## src/rtl/dimc_pkg.sv

```systemverilog
package dimc_pkg;

  // Register word offsets. The normal path sits at base 0 and the fast
  // path at base 8; within a path the layout is identical.
  localparam int unsigned PATH_STRIDE = 8;
  localparam int unsigned REL_STAT    = 0;
  localparam int unsigned REL_RAW     = 1;
  localparam int unsigned REL_EN_SET  = 2;
  localparam int unsigned REL_EN_CLR  = 3;
  localparam int unsigned OFF_SW_SET  = 4;
  localparam int unsigned OFF_SW_CLR  = 5;

  localparam int unsigned NUM_PATHS = 2;
  localparam int unsigned PATH_NORM = 0;
  localparam int unsigned PATH_FAST = 1;

  typedef struct packed {
    logic [NUM_PATHS-1:0] en_set;
    logic [NUM_PATHS-1:0] en_clr;
    logic                 sw_set;
    logic                 sw_clr;
  } wr_strobe_t;

  typedef enum logic [2:0] {
    RD_ZERO,
    RD_STAT,
    RD_RAW,
    RD_MASK,
    RD_SWBIT
  } rd_kind_t;

  typedef struct packed {
    rd_kind_t kind;
    logic     path;
  } rd_sel_t;

endpackage

```

## src/rtl/dimc_decode.sv

```systemverilog
module dimc_decode
  import dimc_pkg::*;
#(
  parameter int unsigned ADDR_W = 6
) (
  input  logic              wr_en,
  input  logic [ADDR_W-1:0] addr,
  output wr_strobe_t        strb,
  output rd_sel_t           rsel
);

  always_comb begin
    strb      = '0;
    rsel.kind = RD_ZERO;
    rsel.path = 1'b0;
    for (int p = 0; p < int'(NUM_PATHS); p++) begin
      if (addr == ADDR_W'(p * PATH_STRIDE + REL_STAT)) begin
        rsel.kind = RD_STAT;
        rsel.path = 1'(p);
      end
      if (addr == ADDR_W'(p * PATH_STRIDE + REL_RAW)) begin
        rsel.kind = RD_RAW;
        rsel.path = 1'(p);
      end
      if (addr == ADDR_W'(p * PATH_STRIDE + REL_EN_SET)) begin
        rsel.kind      = RD_MASK;
        rsel.path      = 1'(p);
        strb.en_set[p] = wr_en;
      end
      if (addr == ADDR_W'(p * PATH_STRIDE + REL_EN_CLR)) begin
        strb.en_clr[p] = wr_en;
      end
    end
    if (addr == ADDR_W'(OFF_SW_SET)) begin
      rsel.kind   = RD_SWBIT;
      strb.sw_set = wr_en;
    end
    if (addr == ADDR_W'(OFF_SW_CLR)) begin
      strb.sw_clr = wr_en;
    end
  end

endmodule

```

## src/rtl/dimc_mask.sv

```systemverilog
module dimc_mask #(
  parameter int unsigned WIDTH = 32
) (
  input  logic             clk,
  input  logic             rst_n,
  input  logic             set_stb,
  input  logic             clr_stb,
  input  logic [WIDTH-1:0] bits_in,
  output logic [WIDTH-1:0] mask
);

  always_ff @(posedge clk or negedge rst_n) begin
    if (!rst_n) begin
      mask <= '0;
    end else if (set_stb) begin
      mask <= mask | bits_in;
    end else if (clr_stb) begin
      mask <= mask & ~bits_in;
    end
  end

endmodule

```

## src/rtl/dimc_sw_line.sv

```systemverilog
module dimc_sw_line (
  input  logic clk,
  input  logic rst_n,
  input  logic set_stb,
  input  logic clr_stb,
  input  logic bit_in,
  output logic sw_bit
);

  always_ff @(posedge clk or negedge rst_n) begin
    if (!rst_n) begin
      sw_bit <= 1'b0;
    end else if (set_stb && bit_in) begin
      sw_bit <= 1'b1;
    end else if (clr_stb && bit_in) begin
      sw_bit <= 1'b0;
    end
  end

endmodule

```

## src/rtl/dimc_out_stage.sv

```systemverilog
module dimc_out_stage #(
  parameter int unsigned WIDTH = 32
) (
  input  logic             clk,
  input  logic             rst_n,
  input  logic [WIDTH-1:0] level,
  input  logic [WIDTH-1:0] mask,
  output logic [WIDTH-1:0] stat,
  output logic             req
);

  assign stat = level & mask;

  always_ff @(posedge clk or negedge rst_n) begin
    if (!rst_n) begin
      req <= 1'b0;
    end else begin
      req <= |stat;
    end
  end

endmodule

```

## src/rtl/dimc_read_mux.sv

```systemverilog
module dimc_read_mux
  import dimc_pkg::*;
#(
  parameter int unsigned WIDTH  = 32,
  parameter int unsigned DATA_W = 32
) (
  input  rd_sel_t                         rsel,
  input  logic [WIDTH-1:0]                level,
  input  logic [NUM_PATHS-1:0][WIDTH-1:0] stat,
  input  logic [NUM_PATHS-1:0][WIDTH-1:0] mask,
  output logic [DATA_W-1:0]               rdata
);

  always_comb begin
    rdata = '0;
    unique case (rsel.kind)
      RD_STAT:  rdata = DATA_W'(stat[rsel.path]);
      RD_RAW:   rdata = DATA_W'(level);
      RD_MASK:  rdata = DATA_W'(mask[rsel.path]);
      RD_SWBIT: rdata = DATA_W'(level[0]);
      default:  rdata = '0;
    endcase
  end

endmodule

```

## src/rtl/dual_irq_mask_ctrl.sv

```systemverilog
module dual_irq_mask_ctrl
  import dimc_pkg::*;
#(
  parameter int unsigned N_LINES = 32,
  parameter int unsigned DATA_W  = 32,
  parameter int unsigned ADDR_W  = 6
) (
  input  logic               clk,
  input  logic               rst_n,
  input  logic [N_LINES-1:0] irq_lines,
  input  logic               wr_en,
  input  logic [ADDR_W-1:0]  addr,
  input  logic [DATA_W-1:0]  wdata,
  output logic [DATA_W-1:0]  rdata,
  output logic               norm_req,
  output logic               fast_req
);

  wr_strobe_t                       strb;
  rd_sel_t                          rsel;
  logic                             sw_bit;
  logic [N_LINES-1:0]               lvl;
  logic [NUM_PATHS-1:0][N_LINES-1:0] en_mask;
  logic [NUM_PATHS-1:0][N_LINES-1:0] stat;
  logic [NUM_PATHS-1:0]             req;

  dimc_decode #(.ADDR_W(ADDR_W)) u_dec (
    .wr_en (wr_en),
    .addr  (addr),
    .strb  (strb),
    .rsel  (rsel)
  );

  dimc_sw_line u_sw (
    .clk     (clk),
    .rst_n   (rst_n),
    .set_stb (strb.sw_set),
    .clr_stb (strb.sw_clr),
    .bit_in  (wdata[0]),
    .sw_bit  (sw_bit)
  );

  assign lvl = irq_lines | N_LINES'(sw_bit);

  for (genvar p = 0; p < int'(NUM_PATHS); p++) begin : g_path
    dimc_mask #(.WIDTH(N_LINES)) u_mask (
      .clk     (clk),
      .rst_n   (rst_n),
      .set_stb (strb.en_set[p]),
      .clr_stb (strb.en_clr[p]),
      .bits_in (wdata[N_LINES-1:0]),
      .mask    (en_mask[p])
    );

    dimc_out_stage #(.WIDTH(N_LINES)) u_out (
      .clk   (clk),
      .rst_n (rst_n),
      .level (lvl),
      .mask  (en_mask[p]),
      .stat  (stat[p]),
      .req   (req[p])
    );
  end

  dimc_read_mux #(.WIDTH(N_LINES), .DATA_W(DATA_W)) u_rd (
    .rsel  (rsel),
    .level (lvl),
    .stat  (stat),
    .mask  (en_mask),
    .rdata (rdata)
  );

  assign norm_req = req[PATH_NORM];
  assign fast_req = req[PATH_FAST];

endmodule

```

## config.mk

```make
export PLATFORM = sky130hd
export DESIGN_NAME = dual_irq_mask_ctrl
export DESIGN_NICKNAME = d
export VERILOG_FILES = /design/src/rtl/dimc_pkg.sv /design/src/rtl/dimc_decode.sv /design/src/rtl/dimc_mask.sv /design/src/rtl/dimc_sw_line.sv /design/src/rtl/dimc_out_stage.sv /design/src/rtl/dimc_read_mux.sv /design/src/rtl/dual_irq_mask_ctrl.sv
export SDC_FILE = /design/constraint.sdc
export NUM_CORES = 1
export LEC_CHECK = 0
export BUFFER_PORTS_ARGS = -buffer_cell sky130_fd_sc_hd__buf_2
export CORE_ASPECT_RATIO = 0.9
export CORE_MARGIN = 1
export CORE_UTILIZATION = 40
export DETAILED_ROUTE_END_ITERATION = 16
export GPL_TIMING_DRIVEN = 1
export RECOVER_POWER = 25
export SETUP_SLACK_MARGIN = 0.5
export SYNTH_ARGS = -nofsm -noshare
export SYNTH_HDL_FRONTEND = slang
export SYNTH_SLANG_ARGS = --single-unit
```

## constraint.sdc

```tcl
create_clock -name clk -period 1.5 [get_ports clk]
set_input_delay 0.075 -clock clk [delete_from_list [all_inputs] [get_ports clk]]
set_output_delay 0.075 -clock clk [all_outputs]
set_load 0.05 [all_outputs]
```

==> impl_metrics.ini <==
[logic_synthesis]
syn-num-nets = 520
synth_top_family_by_area = compound AO/OA/AOI/OAI gates
yosys_warnings = 0
synth_seq_cells = 67
synthCells = 447
synth_compound_gate_area_share_pct = 25.1
syn_area_um2 = 4150
seq_area_frac_synth_pct = 40.4
synth_mux_area_share_pct = 18.9
synthXorXnorAreaFrac_pct = 0
synth_fa_ha_area_share_pct = 0
avgSynthCellArea_um2 = 9.27
post_synth_simple_gate_area_pct = 10.6
post_synth_num_cell_types = 30

[worst_setup_path]
startpoint_type = flop
cp_data_required_time_ns = 1.42
worst-path-stages = 5
critical_path_cell_list = mux2_2 -> o21ai_0 -> buf_4 -> o22ai_4 -> buf_6
cpLargestDelayFamily = flip-flops
critical_path.slowest_cell = sky130_fd_sc_hd__dfrtp_1
slowest_delay_ns = 0.41
worstPathArrival_ns = 1.63
crit_buf_inv = 2
critical_path.max_fanout = 4
timing_worst_setup_path_type = reg -> out
r2r_cells = 6
worstSetupEndpointType = primary output

[global_routing]
grt_antenna_before_repair = 0
global_route.usage.total_pct = 32.6
grt_pass1_wl_um = 26100
grt_max_degree = 57
globalRoute.totalOverflow = 0
grt_pass1_vias = 4707

[power_and_ir_drop]
net-switching-power_mw = 1.97
p_leak_nw = 3.75
power.internal_mw = 4.17
power.share.clock_pct = 34.2
power.share.sequential_pct = 36.6
pwr_density_cell_nw_per_um2 = 810
design_power_total_mw = 6.14
max-vdd-ir-drop_mv = 0.551
share_comb_of_total_power_pct = 29.2
swShare_pct = 32.1

[layout]
area_of_the_multi_input_gates_um2 = 3190
final.fill_count = 614
area_delta_synth_final_pct = 82.9
most_frequent_standard_cell_in_the_layout_excluding_fill_and_tap_cells = sky130_fd_sc_hd__buf_2
final_net_count = 732
sequential_cell_area_um2 = 1680
post_route_cells_drive_above_1_share_pct = 58.0
most-common-layout-cells = 73 x sky130_fd_sc_hd__buf_2, 70 x sky130_fd_sc_hd__buf_4, 65 x sky130_fd_sc_hd__dfrtp_1

[floorplanning]
die_h_um = 98.6
start_util_pct = 42.0
coreArea_um2 = 9870
row_count = 34
area_of_the_die_um2 = 10800
design.portCount = 107
dieWidth_um = 109

[place]
detailed_place_hpwl_um = 10000
place.gp.congestion = 0.868
place_ws_ns = -0.0444
port-buffer-count = 106

[sta]
hold_viol_final = 0
report.final.slew_viol_count = 0
post-route-min-period_ns = 1.70
rsz0062_at_grt = true
setup_viol = 31
timing_limited_maximum_frequency_mhz = 588
postLayoutSetupSlackWorst_ns = -0.201
final.period_utilization_pct = 113
setup_tns_ns = -2.71
finClkSkew_ns = 0.00726
timing.max_slew.rel_slack_pct = 43.6
worstMarginPinSlew_ns = 0.846

[cts]
clock-sinks = 67
h-tree-depth = 3
clock-root-buffer = sky130_fd_sc_hd__clkbuf_16
clk_latency_ns = 0.33
clk_pin_slew_worst_paths_ns = 0.06
tritoncts.num_buffers = 9
tritoncts = yes
clockBufferDepth = 2

[hold_path]
worstHoldPathCells = 2
hold_path.class = in -> reg
worstHoldStart = wdata[0]

[detailed_routing]
drtAntennaViolNets = 0
routed_via_density = 6.09
drt_drc_violations_left = 0
firstDrtPassIters = 5
post_drt_wl_per_cell_um = 22.4
drt_wl_total_um = 17700
dr.first_iter.drc_count = 393
vias = 4818

[outcome]
violations = negative setup slack
status = complete, but fails checks

[run]
cap_violations = 0
[per-layer routing]
| layer | track usage [%] | routed length, um |
|---|---|---|
| met1 | 43.9 | 7500 |
| met2 | 51.1 | 8390 |
| met5 | 0 | 0 |
| met4 | 12.4 | 618 |
| met3 | 7.08 | 1210 |
[per-stage QoR]
stage	util [%]	cells	cell area (um^2)	hold WS, ns
floorplan	-	447	4680	-0.221
global placement	58.5	708	5780	0.0210
detailed placement	58.5	708	5780	0.0156
CTS	73.4	779	7250	0.00669
global route	76.8	790	7580	0.0283
finish	76.8	791	7580	0.0199
[power by group through the flow]
stage | combinational (mW) | sequential [mW] | clock, mW
6_report | 1.79 | 2.25 | 2.10
4_1_cts | 1.67 | 2.22 | 2.10
3_5_place_dp | 1.36 | 2.27 | 0
2_1_floorplan | 0.817 | 2.23 | 0
3_3_place_gp | 1.34 | 2.27 | 0
5_1_grt | 1.92 | 2.27 | 2.19
[path summary, 6_finish.rpt]
check	endpoint	slack [ns]
setup / recovery	rdata[19]	-0.20
min in group asynchronous	asynchronous set/reset pin	0.36
max in group asynchronous	asynchronous set/reset pin	0.24
hold reg to reg	flop	0.53
hold / removal	flop	0.02
setup reg to reg	g_path[0].u_out.req	0
[synthesized netlist by cell type]
cell                       count  area share (%)
sky130_fd_sc_hd__a222oi_1      2            0.48
sky130_fd_sc_hd__nor4_1        2            0.30
sky130_fd_sc_hd__buf_4         3            0.54
sky130_fd_sc_hd__a22o_1       32             6.8
sky130_fd_sc_hd__nor2_2        1            0.15
sky130_fd_sc_hd__mux2i_1      48              12
sky130_fd_sc_hd__and3_1        3            0.45
sky130_fd_sc_hd__nand3_1       3            0.36
sky130_fd_sc_hd__nor3_4        1            0.39
sky130_fd_sc_hd__a21o_1        1            0.18
sky130_fd_sc_hd__o31ai_1       1            0.18
sky130_fd_sc_hd__mux2_1       11             3.0
sky130_fd_sc_hd__a31oi_1       6            0.91
sky130_fd_sc_hd__o21ai_0      49             5.9
sky130_fd_sc_hd__buf_2        13             1.6
sky130_fd_sc_hd__nor2_1        2            0.18
sky130_fd_sc_hd__a22oi_1      28             5.1
sky130_fd_sc_hd__o22ai_1      31             4.7
sky130_fd_sc_hd__mux2_2       16             4.3
sky130_fd_sc_hd__nor3_1        2            0.24
sky130_fd_sc_hd__nand4_1       7             1.1
sky130_fd_sc_hd__inv_1        15             1.4
sky130_fd_sc_hd__nor2b_1       1            0.15
sky130_fd_sc_hd__nand3b_1      1            0.18
sky130_fd_sc_hd__nand2_1      77             7.0
sky130_fd_sc_hd__clkbuf_1     16             1.4
sky130_fd_sc_hd__o32ai_1       1            0.21
sky130_fd_sc_hd__nand2b_1      1            0.15
sky130_fd_sc_hd__dfrtp_1      67              40
sky130_fd_sc_hd__a21oi_1       6            0.72
[layout make-up]
class | count | share of cell area (%)
multi-input cells | 333 | 42.1
repair buffers | 233 | 29.1
clock inverters | 5 | 0.710
diodes | 1 | 0.0330
inverters | 15 | 0.743
flip-flops and latches | 67 | 22.1
well taps | 126 | 2.08
clock buffers | 11 | 3.07
[logic make-up (layout without fill, tap and decap cells)]
family	count (synthesis)	after routing
compound gates	157	157
simple gates	101	101
mux	75	75
flops	67	67
buf+inv	47	264
other cells	0	1
[timing repair]
item	in CTS	in global routing
resized for setup	190	70
pin swaps	33	47
setup endpoints to repair	91	99
hold endpoints to repair	26	0
cloned	9	1
hold buffers	5	0
buffers inserted	41	10
Power figures use the tool's default switching activity.
